`src/rtl/roi_pkg.sv`:
```
package roi_pkg;
    typedef enum logic [1:0] {
        ST_SAMPLE = 2'd0,
        ST_DELAY  = 2'd1,
        ST_READ   = 2'd2
    } roi_state_e;
endpackage

```
`src/rtl/roi_ring_ptr.sv`:
```
module roi_ring_ptr #(
    parameter int CELLS = 1024,
    localparam int ADDR_W = $clog2(CELLS)
) (
    input  logic              clk,
    input  logic              rst_n,
    input  logic              adv_i,
    output logic [ADDR_W-1:0] ptr_o
);
    localparam logic [ADDR_W-1:0] LAST_CELL = ADDR_W'(CELLS - 1);

    always_ff @(posedge clk) begin
        if (!rst_n) begin
            ptr_o <= '0;
        end else if (adv_i) begin
            ptr_o <= (ptr_o == LAST_CELL) ? '0 : ptr_o + 1'b1;
        end
    end

    // the pointer wraps from the last cell to 0
    assert_wrap_R1: assert property (@(posedge clk) disable iff (!rst_n)
        (adv_i && ptr_o == LAST_CELL) |=> (ptr_o == '0));
endmodule

```
`src/rtl/roi_delay_cnt.sv`:
```
module roi_delay_cnt #(
    parameter int DLY_W = 16
) (
    input  logic             clk,
    input  logic             rst_n,
    input  logic             load_i,
    input  logic [DLY_W-1:0] value_i,
    input  logic             dec_i,
    output logic             zero_o
);
    logic [DLY_W-1:0] cnt_q;

    always_ff @(posedge clk) begin
        if (!rst_n) begin
            cnt_q <= '0;
        end else if (load_i) begin
            cnt_q <= value_i;
        end else if (dec_i && cnt_q != '0) begin
            cnt_q <= cnt_q - 1'b1;
        end
    end

    assign zero_o = (cnt_q == '0);

    // a loaded value counts down by one on each decrement
    assert_countdown_R2: assert property (@(posedge clk) disable iff (!rst_n)
        (!load_i && dec_i && !zero_o) |=> (cnt_q == $past(cnt_q) - 1'b1));
endmodule

```
`src/rtl/roi_read_seq.sv`:
```
module roi_read_seq #(
    parameter int CELLS  = 1024,
    parameter int RD_DIV = 8,
    localparam int ADDR_W = $clog2(CELLS)
) (
    input  logic              clk,
    input  logic              rst_n,
    input  logic              start_i,
    input  logic              run_i,
    input  logic [ADDR_W-1:0] base_i,
    input  logic [ADDR_W-1:0] len_m1_i,
    output logic              valid_o,
    output logic [ADDR_W-1:0] addr_o,
    output logic              last_o
);
    logic [ADDR_W-1:0] k_q;
    logic [ADDR_W:0]   sum;
    logic              tick;

    generate
        if (RD_DIV > 1) begin : g_div
            localparam int DIV_W = $clog2(RD_DIV);
            localparam logic [DIV_W-1:0] DIV_TOP = DIV_W'(RD_DIV - 1);
            logic [DIV_W-1:0] div_q;

            always_ff @(posedge clk) begin
                if (!rst_n) begin
                    div_q <= '0;
                end else if (start_i) begin
                    div_q <= '0;
                end else if (run_i) begin
                    div_q <= (div_q == DIV_TOP) ? '0 : div_q + 1'b1;
                end
            end

            assign tick = run_i && (div_q == '0);

            // strobes are single-cycle when the pace is slower than one per clock
            assert_strobe_gap_R4: assert property (@(posedge clk) disable iff (!rst_n)
                valid_o |=> !valid_o);
        end else begin : g_nodiv
            assign tick = run_i;
        end
    endgenerate

    always_ff @(posedge clk) begin
        if (!rst_n) begin
            k_q <= '0;
        end else if (start_i) begin
            k_q <= '0;
        end else if (tick) begin
            k_q <= k_q + 1'b1;
        end
    end

    assign sum     = {1'b0, base_i} + {1'b0, k_q};
    assign addr_o  = (sum >= (ADDR_W+1)'(CELLS)) ? ADDR_W'(sum - (ADDR_W+1)'(CELLS))
                                                 : sum[ADDR_W-1:0];
    assign valid_o = tick;
    assign last_o  = tick && (k_q == len_m1_i);
endmodule

```
`src/rtl/roi_readout_ctrl.sv`:
```
module roi_readout_ctrl
    import roi_pkg::*;
#(
    parameter int CELLS  = 1024,
    parameter int DLY_W  = 16,
    parameter int RD_DIV = 8,
    localparam int ADDR_W = $clog2(CELLS)
) (
    input  logic              clk,
    input  logic              rst_n,
    input  logic              trig_i,
    input  logic [DLY_W-1:0]  delay_i,
    input  logic [ADDR_W-1:0] roi_len_i,
    output logic [ADDR_W-1:0] wr_ptr_o,
    output logic              busy_o,
    output logic [ADDR_W-1:0] stop_cell_o,
    output logic              rd_valid_o,
    output logic [ADDR_W-1:0] rd_addr_o,
    output logic              rd_last_o
);
    roi_state_e        state_q, state_d;
    logic              adv, load, start, dly_zero;
    logic [ADDR_W-1:0] len_m1_q, stop_q;

    // State register
    always_ff @(posedge clk) begin
        if (!rst_n) begin
            state_q <= ST_SAMPLE;
        end else begin
            state_q <= state_d;
        end
    end

    // Next state and control strobes
    always_comb begin
        state_d = state_q;
        adv     = 1'b0;
        load    = 1'b0;
        start   = 1'b0;
        unique case (state_q)
            ST_SAMPLE: begin
                adv = 1'b1;
                if (trig_i) begin
                    load    = 1'b1;
                    state_d = ST_DELAY;      // ARM
                end
            end
            ST_DELAY: begin
                if (dly_zero) begin
                    start   = 1'b1;
                    state_d = ST_READ;       // HALT
                end else begin
                    adv = 1'b1;
                end
            end
            ST_READ: begin
                if (rd_last_o) begin
                    state_d = ST_SAMPLE;     // DONE
                end
            end
            default: state_d = ST_SAMPLE;
        endcase
    end

    always_ff @(posedge clk) begin
        if (!rst_n) begin
            len_m1_q <= '0;
            stop_q   <= '0;
        end else begin
            if (load)  len_m1_q <= roi_len_i - 1'b1;
            if (start) stop_q   <= wr_ptr_o;
        end
    end

    roi_ring_ptr #(.CELLS(CELLS)) u_ptr (
        .clk(clk), .rst_n(rst_n), .adv_i(adv), .ptr_o(wr_ptr_o)
    );

    roi_delay_cnt #(.DLY_W(DLY_W)) u_dly (
        .clk(clk), .rst_n(rst_n), .load_i(load), .value_i(delay_i),
        .dec_i(state_q == ST_DELAY), .zero_o(dly_zero)
    );

    roi_read_seq #(.CELLS(CELLS), .RD_DIV(RD_DIV)) u_rd (
        .clk(clk), .rst_n(rst_n), .start_i(start), .run_i(state_q == ST_READ),
        .base_i(stop_q), .len_m1_i(len_m1_q),
        .valid_o(rd_valid_o), .addr_o(rd_addr_o), .last_o(rd_last_o)
    );

    assign busy_o      = (state_q != ST_SAMPLE);
    assign stop_cell_o = stop_q;

    // one cell per clock while sampling
    assert_ptr_step_R1: assert property (@(posedge clk) disable iff (!rst_n)
        (state_q == ST_SAMPLE) |=> (wr_ptr_o == ADDR_W'((32'($past(wr_ptr_o)) + 1) % CELLS)));
    // pointer frozen during readout
    assert_ptr_hold_R2: assert property (@(posedge clk) disable iff (!rst_n)
        (state_q == ST_READ) |=> $stable(wr_ptr_o));
    // first strobe follows the stop and points at the stop cell
    assert_first_addr_R4: assert property (@(posedge clk) disable iff (!rst_n)
        start |=> (rd_valid_o && rd_addr_o == wr_ptr_o));
    // busy covers every strobe and drops after the last one
    assert_valid_busy_R6: assert property (@(posedge clk) disable iff (!rst_n)
        rd_valid_o |-> busy_o);
    assert_last_idle_R6: assert property (@(posedge clk) disable iff (!rst_n)
        rd_last_o |=> !busy_o);
    // a trigger while busy leaves the captured length alone
    assert_ignore_R7: assert property (@(posedge clk) disable iff (!rst_n)
        (busy_o && trig_i) |=> $stable(len_m1_q));
endmodule

```
`config.mk`:
```
export PLATFORM = sky130hd
export DESIGN_NAME = roi_readout_ctrl
export DESIGN_NICKNAME = d
export VERILOG_FILES = /design/src/rtl/roi_pkg.sv /design/src/rtl/roi_ring_ptr.sv /design/src/rtl/roi_delay_cnt.sv /design/src/rtl/roi_read_seq.sv /design/src/rtl/roi_readout_ctrl.sv
export SDC_FILE = /design/constraint.sdc
export NUM_CORES = 1
export LEC_CHECK = 0
export BUFFER_PORTS_ARGS = -buffer_cell sky130_fd_sc_hd__buf_2
export CORE_MARGIN = 3
export CORE_UTILIZATION = 56
export CTS_CLUSTER_DIAMETER = 50
export DETAILED_ROUTE_END_ITERATION = 10
export PLACE_DENSITY = 0.8
export REMOVE_ABC_BUFFERS = 1
export SYNTH_ARGS = -nofsm -noshare
export SYNTH_HDL_FRONTEND = slang
export SYNTH_SLANG_ARGS = --single-unit
```
`constraint.sdc`:
```
create_clock -name clk -period 2.5 [get_ports clk]
set_input_delay 0.375 -clock clk [delete_from_list [all_inputs] [get_ports clk]]
set_output_delay 0.375 -clock clk [all_outputs]
set_load 0.02 [all_outputs]
```
# Word-level counts from Yosys, hierarchy flattened
# Index checks and enable logic that the tools add are counted.
[word_totals]
regBits = 61
[op_classes]
order_cmp = 1
n_eq_ne = 8
n_bitwise = 1
mux = 15
reduce_logical = 11
add_sub_neg = 7
[ops]
columns = ["operator", "n"]
rows = [
  ["16-bit two-way mux", 2],
  ["10-bit by 1-bit adder with 10-bit output, second input constant", 2],
  ["10-bit two-way mux", 2],
  ["10-bit by 1-bit subtractor with 10-bit output, second input constant", 2],
  ["16-bit logical NOT", 1],
  ["16-bit nonzero test", 1],
  ["16-bit by 1-bit subtractor with 16-bit output, second input constant", 1],
  ["10-bit by 10-bit adder with 11-bit output", 1],
  ["11-bit greater-or-equal comparator, second input constant", 1],
  ["10-bit equality test", 1],
  ["10-bit equality test, second input constant", 1],
  ["2-bit two-way mux", 3],
  ["2-bit inequality test, second input constant", 3],
  ["2-bit case mux with 3 select lines", 1],
  ["1-bit two-way mux", 5],
  ["2-bit nonzero test", 2],
  ["3-bit by 1-bit adder with 3-bit output, second input constant", 1],
  ["3-bit equality test, second input constant", 1],
  ["1-bit logical AND", 3],
  ["3-bit logical NOT", 1],
  ["3-bit two-way mux", 1],
  ["3-bit AND reduction", 1],
  ["2-bit by 1-bit equality test with 1-bit output, second input constant", 1],
  ["2-bit equality test, second input constant", 1],
  ["other kinds (4)", 4],
]

# Logic depth before layout (Yosys ltp)
[logic_depth]
word_depth = 5
depth_mapped = 9
mapped_depth_nobuf = 8

# Modules after synthesis
# Synthesis repeated with hierarchy kept, for this count alone.
[hier_totals]
hier_cells = 413
area_unflattened_um2 = 3512.1
[modules_own_cells]
columns = ["mod", "area_per_inst_um2", "cells_each", "seq_area_each_um2", "n_inst"]
rows = [
  ["roi_read_seq", 1127.3, 133, 260.2, 1],
  ["roi_readout_ctrl", 958.4, 111, 440.4, 1],
  ["roi_delay_cnt", 922.1, 114, 320.3, 1],
  ["roi_ring_ptr", 504.2, 55, 200.2, 1],
]

# Worst setup path before layout
# No wires, ideal clock.
[synth_path]
kind = "reg2out"
from = "register stop_q[0], in the netlist stop_cell_o[0]"
to = "output port rd_addr_o[6]"
stages_incl_launch_ff = 9
path_buffers = 0
required_ns = 2.125
arrival_ns = 2.205
slack_ns = -0.080
path_cell_list = "dfxtp_1 > ha_1 > inv_1 > fa_1 > nor2b_1 > o21a_1 > o21ai_0 > nand2_1 > o311ai_0"
[synth_between]
elab_chain_cells = 3
word_cells_on_any_way = 4
cone_classes = "add/sub: 2; order compare: 1; mux: 1"
[synth_rtl]
columns = ["element", "line_no", "text"]
rows = [
  ["start: declaration", "roi_readout_ctrl.sv:23", "logic [ADDR_W-1:0] len_m1_q, stop_q;"],
  ["start signal: assignment", "roi_readout_ctrl.sv:71", "if (start) stop_q <= wr_ptr_o;"],
  ["10-bit by 10-bit adder with 11-bit output *", "roi_read_seq.sv:56", "assign sum = {1'b0, base_i} + {1'b0, k_q};"],
  ["10-bit by 1-bit subtractor with 10-bit output / 11-bit greater-or-equal comparator (equally long branches)", "roi_read_seq.sv:57", "assign addr_o = (sum >= (ADDR_W+1)'(CELLS)) ? ADDR_W'(sum - (ADDR_W+1)'(CELLS))"],
  ["10-bit two-way mux *", "roi_read_seq.sv:57", ""],
  ["end: declaration", "roi_readout_ctrl.sv:18", "output logic [ADDR_W-1:0] rd_addr_o,"],
]
# Every way passes the cells marked *; elsewhere a longest branch is shown, timed or not.

# Worst setup path in the final report
[layout_path]
from = "register u_rd.k_q[0]"
to = "output port rd_addr_o[6]"
[layout_between]
elab_chain_cells = 3
word_cells_on_any_way = 4
cone_classes = "add/sub: 2; order compare: 1; mux: 1"
[layout_rtl]
columns = ["element", "line_no", "text"]
rows = [
  ["start: declaration", "roi_read_seq.sv:16", "logic [ADDR_W-1:0] k_q;"],
  ["start signal: assignment", "roi_read_seq.sv:52", "k_q <= k_q + 1'b1;"],
  ["10-bit by 10-bit adder with 11-bit output *", "roi_read_seq.sv:56", ""],
  ["10-bit by 1-bit subtractor with 10-bit output / 11-bit greater-or-equal comparator (equally long branches)", "roi_read_seq.sv:57", ""],
  ["10-bit two-way mux *", "roi_read_seq.sv:57", ""],
]
# Marks and branches as above.

==> summary.txt <==
Worst setup path
  • CP max stage delay: 360 ps
  • CP max-delay cell: dfxtp_2
  • Crit path capture type: output pin
  • Critical setup path kind: flip-flop to output pin
  • Worst Path Required: 2120 ps
  • Setup crit start kind: flip-flop
  • Worst-path cell chain: ha_4 > inv_2 > fa_2 > nor2b_1 > o21a_1 > o21ai_2 > a211o_1 > o311ai_1 > buf_2
  • Reg2reg path depth: 8
  • Critical Path AT: 2180 ps
  • CP Max Fanout: 3

Detailed routing
  • Via density: 5.83
  • 1st-iter DRT viols: 182
  • Routed Antenna Nets: 0
  • First-pass DRT Iterations: 5
  • Vias: 3,495
  • WL per Instance: 14.5 um
  • Total DRC errors in the routed layout: 0
  • Post-Route WL: 8.71 mm

STA
  • Worst slew pin tran: 668 ps
  • Final Slew Violations: 0
  • Max Clock Skew: 10.6 ps
  • Setup ws final: -51.6 ps
  • Finish-stage setup viols: 2
  • Minimum clock period: 2550 ps
  • RSZ-0062 raised after global routing: yes
  • Final period util: 1.02
  • Max-slew headroom: 0.551
  • Hold Fails Final Rpt: 0
  • Max Fclk: 392 MHz

Synth
  • Cells after Synth: 450
  • Mapped Area: 3590 um2
  • Post-synth EDFFs: 0
  • Mean Syn Cell Area: 7.97 um2
  • YS warnings: 0
  • Commonest cells post-synth: 63 x nand2_1, 61 x dfxtp_1, 52 x nor2_1
  • Top FF cell, synth: dfxtp_1
  • Synth cell types: 55
  • Fraction of post-synthesis cell area in the top cell type by area: 0.341
  • Register area share after synthesis: 0.341
  • Flop and latch count out of synthesis: 61
  • Cell taking the most area after synthesis: dfxtp_1
  • Synth top area cells: dfxtp_1 34%, nand2_1 6.6%, ha_1 5.6%
  • Most common cell in the netlist: nand2_1
  • Async S/R FF share, synth: 0

Cells and area
  • Fillcell total: 484
  • Nets: 566
  • Layout area overhead: 19.5%
  • Design area: 4290 um2
  • Number of diodes: 0
  • Final Non-Filler Cells: 600
  • Layout cells sized above 1: 0.211

GRT
  • Vias in the first global route: 3,255
  • Initial antenna violation count: 0
  • Total GRT Usage: 0.247
  • Pin count of the biggest net entering global routing: 45
  • First-pass GRT wire length: 14.6 mm
  • Grt ovf: 0

Clock tree
  • Clock Sinks: 61
  • Max Root-Sink Buffers: 2
  • Number of buffers inserted by hold repair at cts: 0
  • Reg clk slew, reported paths: 70 ps
  • CTS Buf Count: 9
  • CTS tree: done
  • H-tree depth: 3
  • CTS Root Cell: clkbuf_8
  • Clock latency on the worst-skew pair: 340 ps

Die
  • Die Span Y: 86.0 um
  • Core area: 6060 um2
  • Die footprint: 7400 um2
  • Cell Rows: 28
  • Initial Util: 0.592
  • Io pins: 62
  • Die span in x: 86.0 um

Placed design
  • Placed Instances: 579
  • Gpl congestion: 0.875
  • I/O Buffers: 61
  • Area post-placement: 4010 um2
  • HPWL after detailed placement: 6.20 mm

Power
  • Pwr Density: 674 nW/um2
  • Pleak: 1.90 nW
  • VDD IR-drop max: 0.512 mV

Run
  • Max Cap Viol: 0

Worst hold path
  • Hold Path Class: input port to flip-flop
  • Hold Crit Depth: 3

Outcome
  • Status: finished with violations
  • Violated checks: negative setup slack
[placed cells by master (no fill, tap or decap), types with 15 or more instances in the layout]
cell	n
buf_4	20
nor2_1	51
inv_1	16
buf_2	59
ha_1	15
a21boi_1	19
a21oi_1	16
nand2_1	62
xnor2_1	22
o21ai_0	21
dfxtp_1	57
[per-layer routing]
layer  vias to the layer above  wire (um)  track usage
met2                       128       4100        0.395
li1                       1728          -            -
met1                      1619       3820        0.313
met5                         -          0            0
met4                         0        217        0.124
met3                        20        567       0.0528
[metrics by stage]
step / hold slack (ps) / TNS [ps] / power [W] / util / worst slack (ps)
6_report: 294 / -78.6 / 0.00289 / 0.707 / -51.6
5_1_grt: 327 / -386 / 0.00307 / 0.707 / -131
4_1_cts: 285 / -186 / 0.00289 / 0.704 / -98.8
3_5_place_dp: 468 / 0 / 0.00202 / 0.662 / 125
3_3_place_gp: 458 / 0 / 0.00200 / 0.662 / 204
2_1_floorplan: 461 / -3340 / 0.00175 / - / -607
[registers in the layout, summed over array words and instances (netlist names)]
register	cells
len_m1_q	10
state_q	2
stop_cell_o	10
u_dly.cnt_q	16
u_ptr.ptr_o	10
u_rd.g_div.div_q	3
u_rd.k_q	10
[cell families after synthesis]
family / after synthesis / synth area share
DFF: 61 / 0.341
adders and majority gates: 17 / 0.0614
AOI/OAI and AO/OA: 111 / 0.211
muxes: 1 / 0.00279
and+or+nand+nor: 186 / 0.252
buffers and inverters: 39 / 0.0471
xor gates and xnor gates: 35 / 0.0855
[cell type report]
type	count	area (um2)	share of cell area
clock buffer	12	145	0.0339
clock inverter	4	47.5	0.0111
inverter	17	63.8	0.0149
multi-input combinational	350	2230	0.521
sequential	61	1230	0.286
tap	75	93.8	0.0219
timing repair buffer	81	477	0.111
[critical path, delay by kind of cell (launching register included)]
family / cells / cell delay [ps]
flip-flops: 1 / 360
AO/OA/AOI/OAI: 4 / 600
buffers and inverters: 2 / 230
AND/OR/NAND/NOR: 1 / 150
adder cells (fa/ha/maj): 2 / 490
[power by group]
part | switching [W] | total (W) | leakage [nW] | internal [W]
clock network | 0.000384 | 0.000868 | 0.0964 | 0.000485
registers | 0.000116 | 0.00119 | 0.499 | 0.00108
logic | 0.000466 | 0.000830 | 1.30 | 0.000363
total | 0.000966 | 0.00289 | 1.90 | 0.00192
[final timing paths]
check                                       end      startpoint  slack (ps)
worst max-delay path               rd_addr_o[6]     u_rd.k_q[0]         -50
worst min-delay path            u_dly.cnt_q[12]     delay_i[12]         290
worst min register to register   stop_cell_o[7]  stop_cell_o[7]         480
worst max register to register  u_dly.cnt_q[11]  u_dly.cnt_q[0]         190
[what timing repair did]
action                     CTS  global route
resized for setup           11             7
setup endpoints to repair    2            15
pin swaps                    7             2
setup buffers                5             0
(Power assumes the default switching activity.)
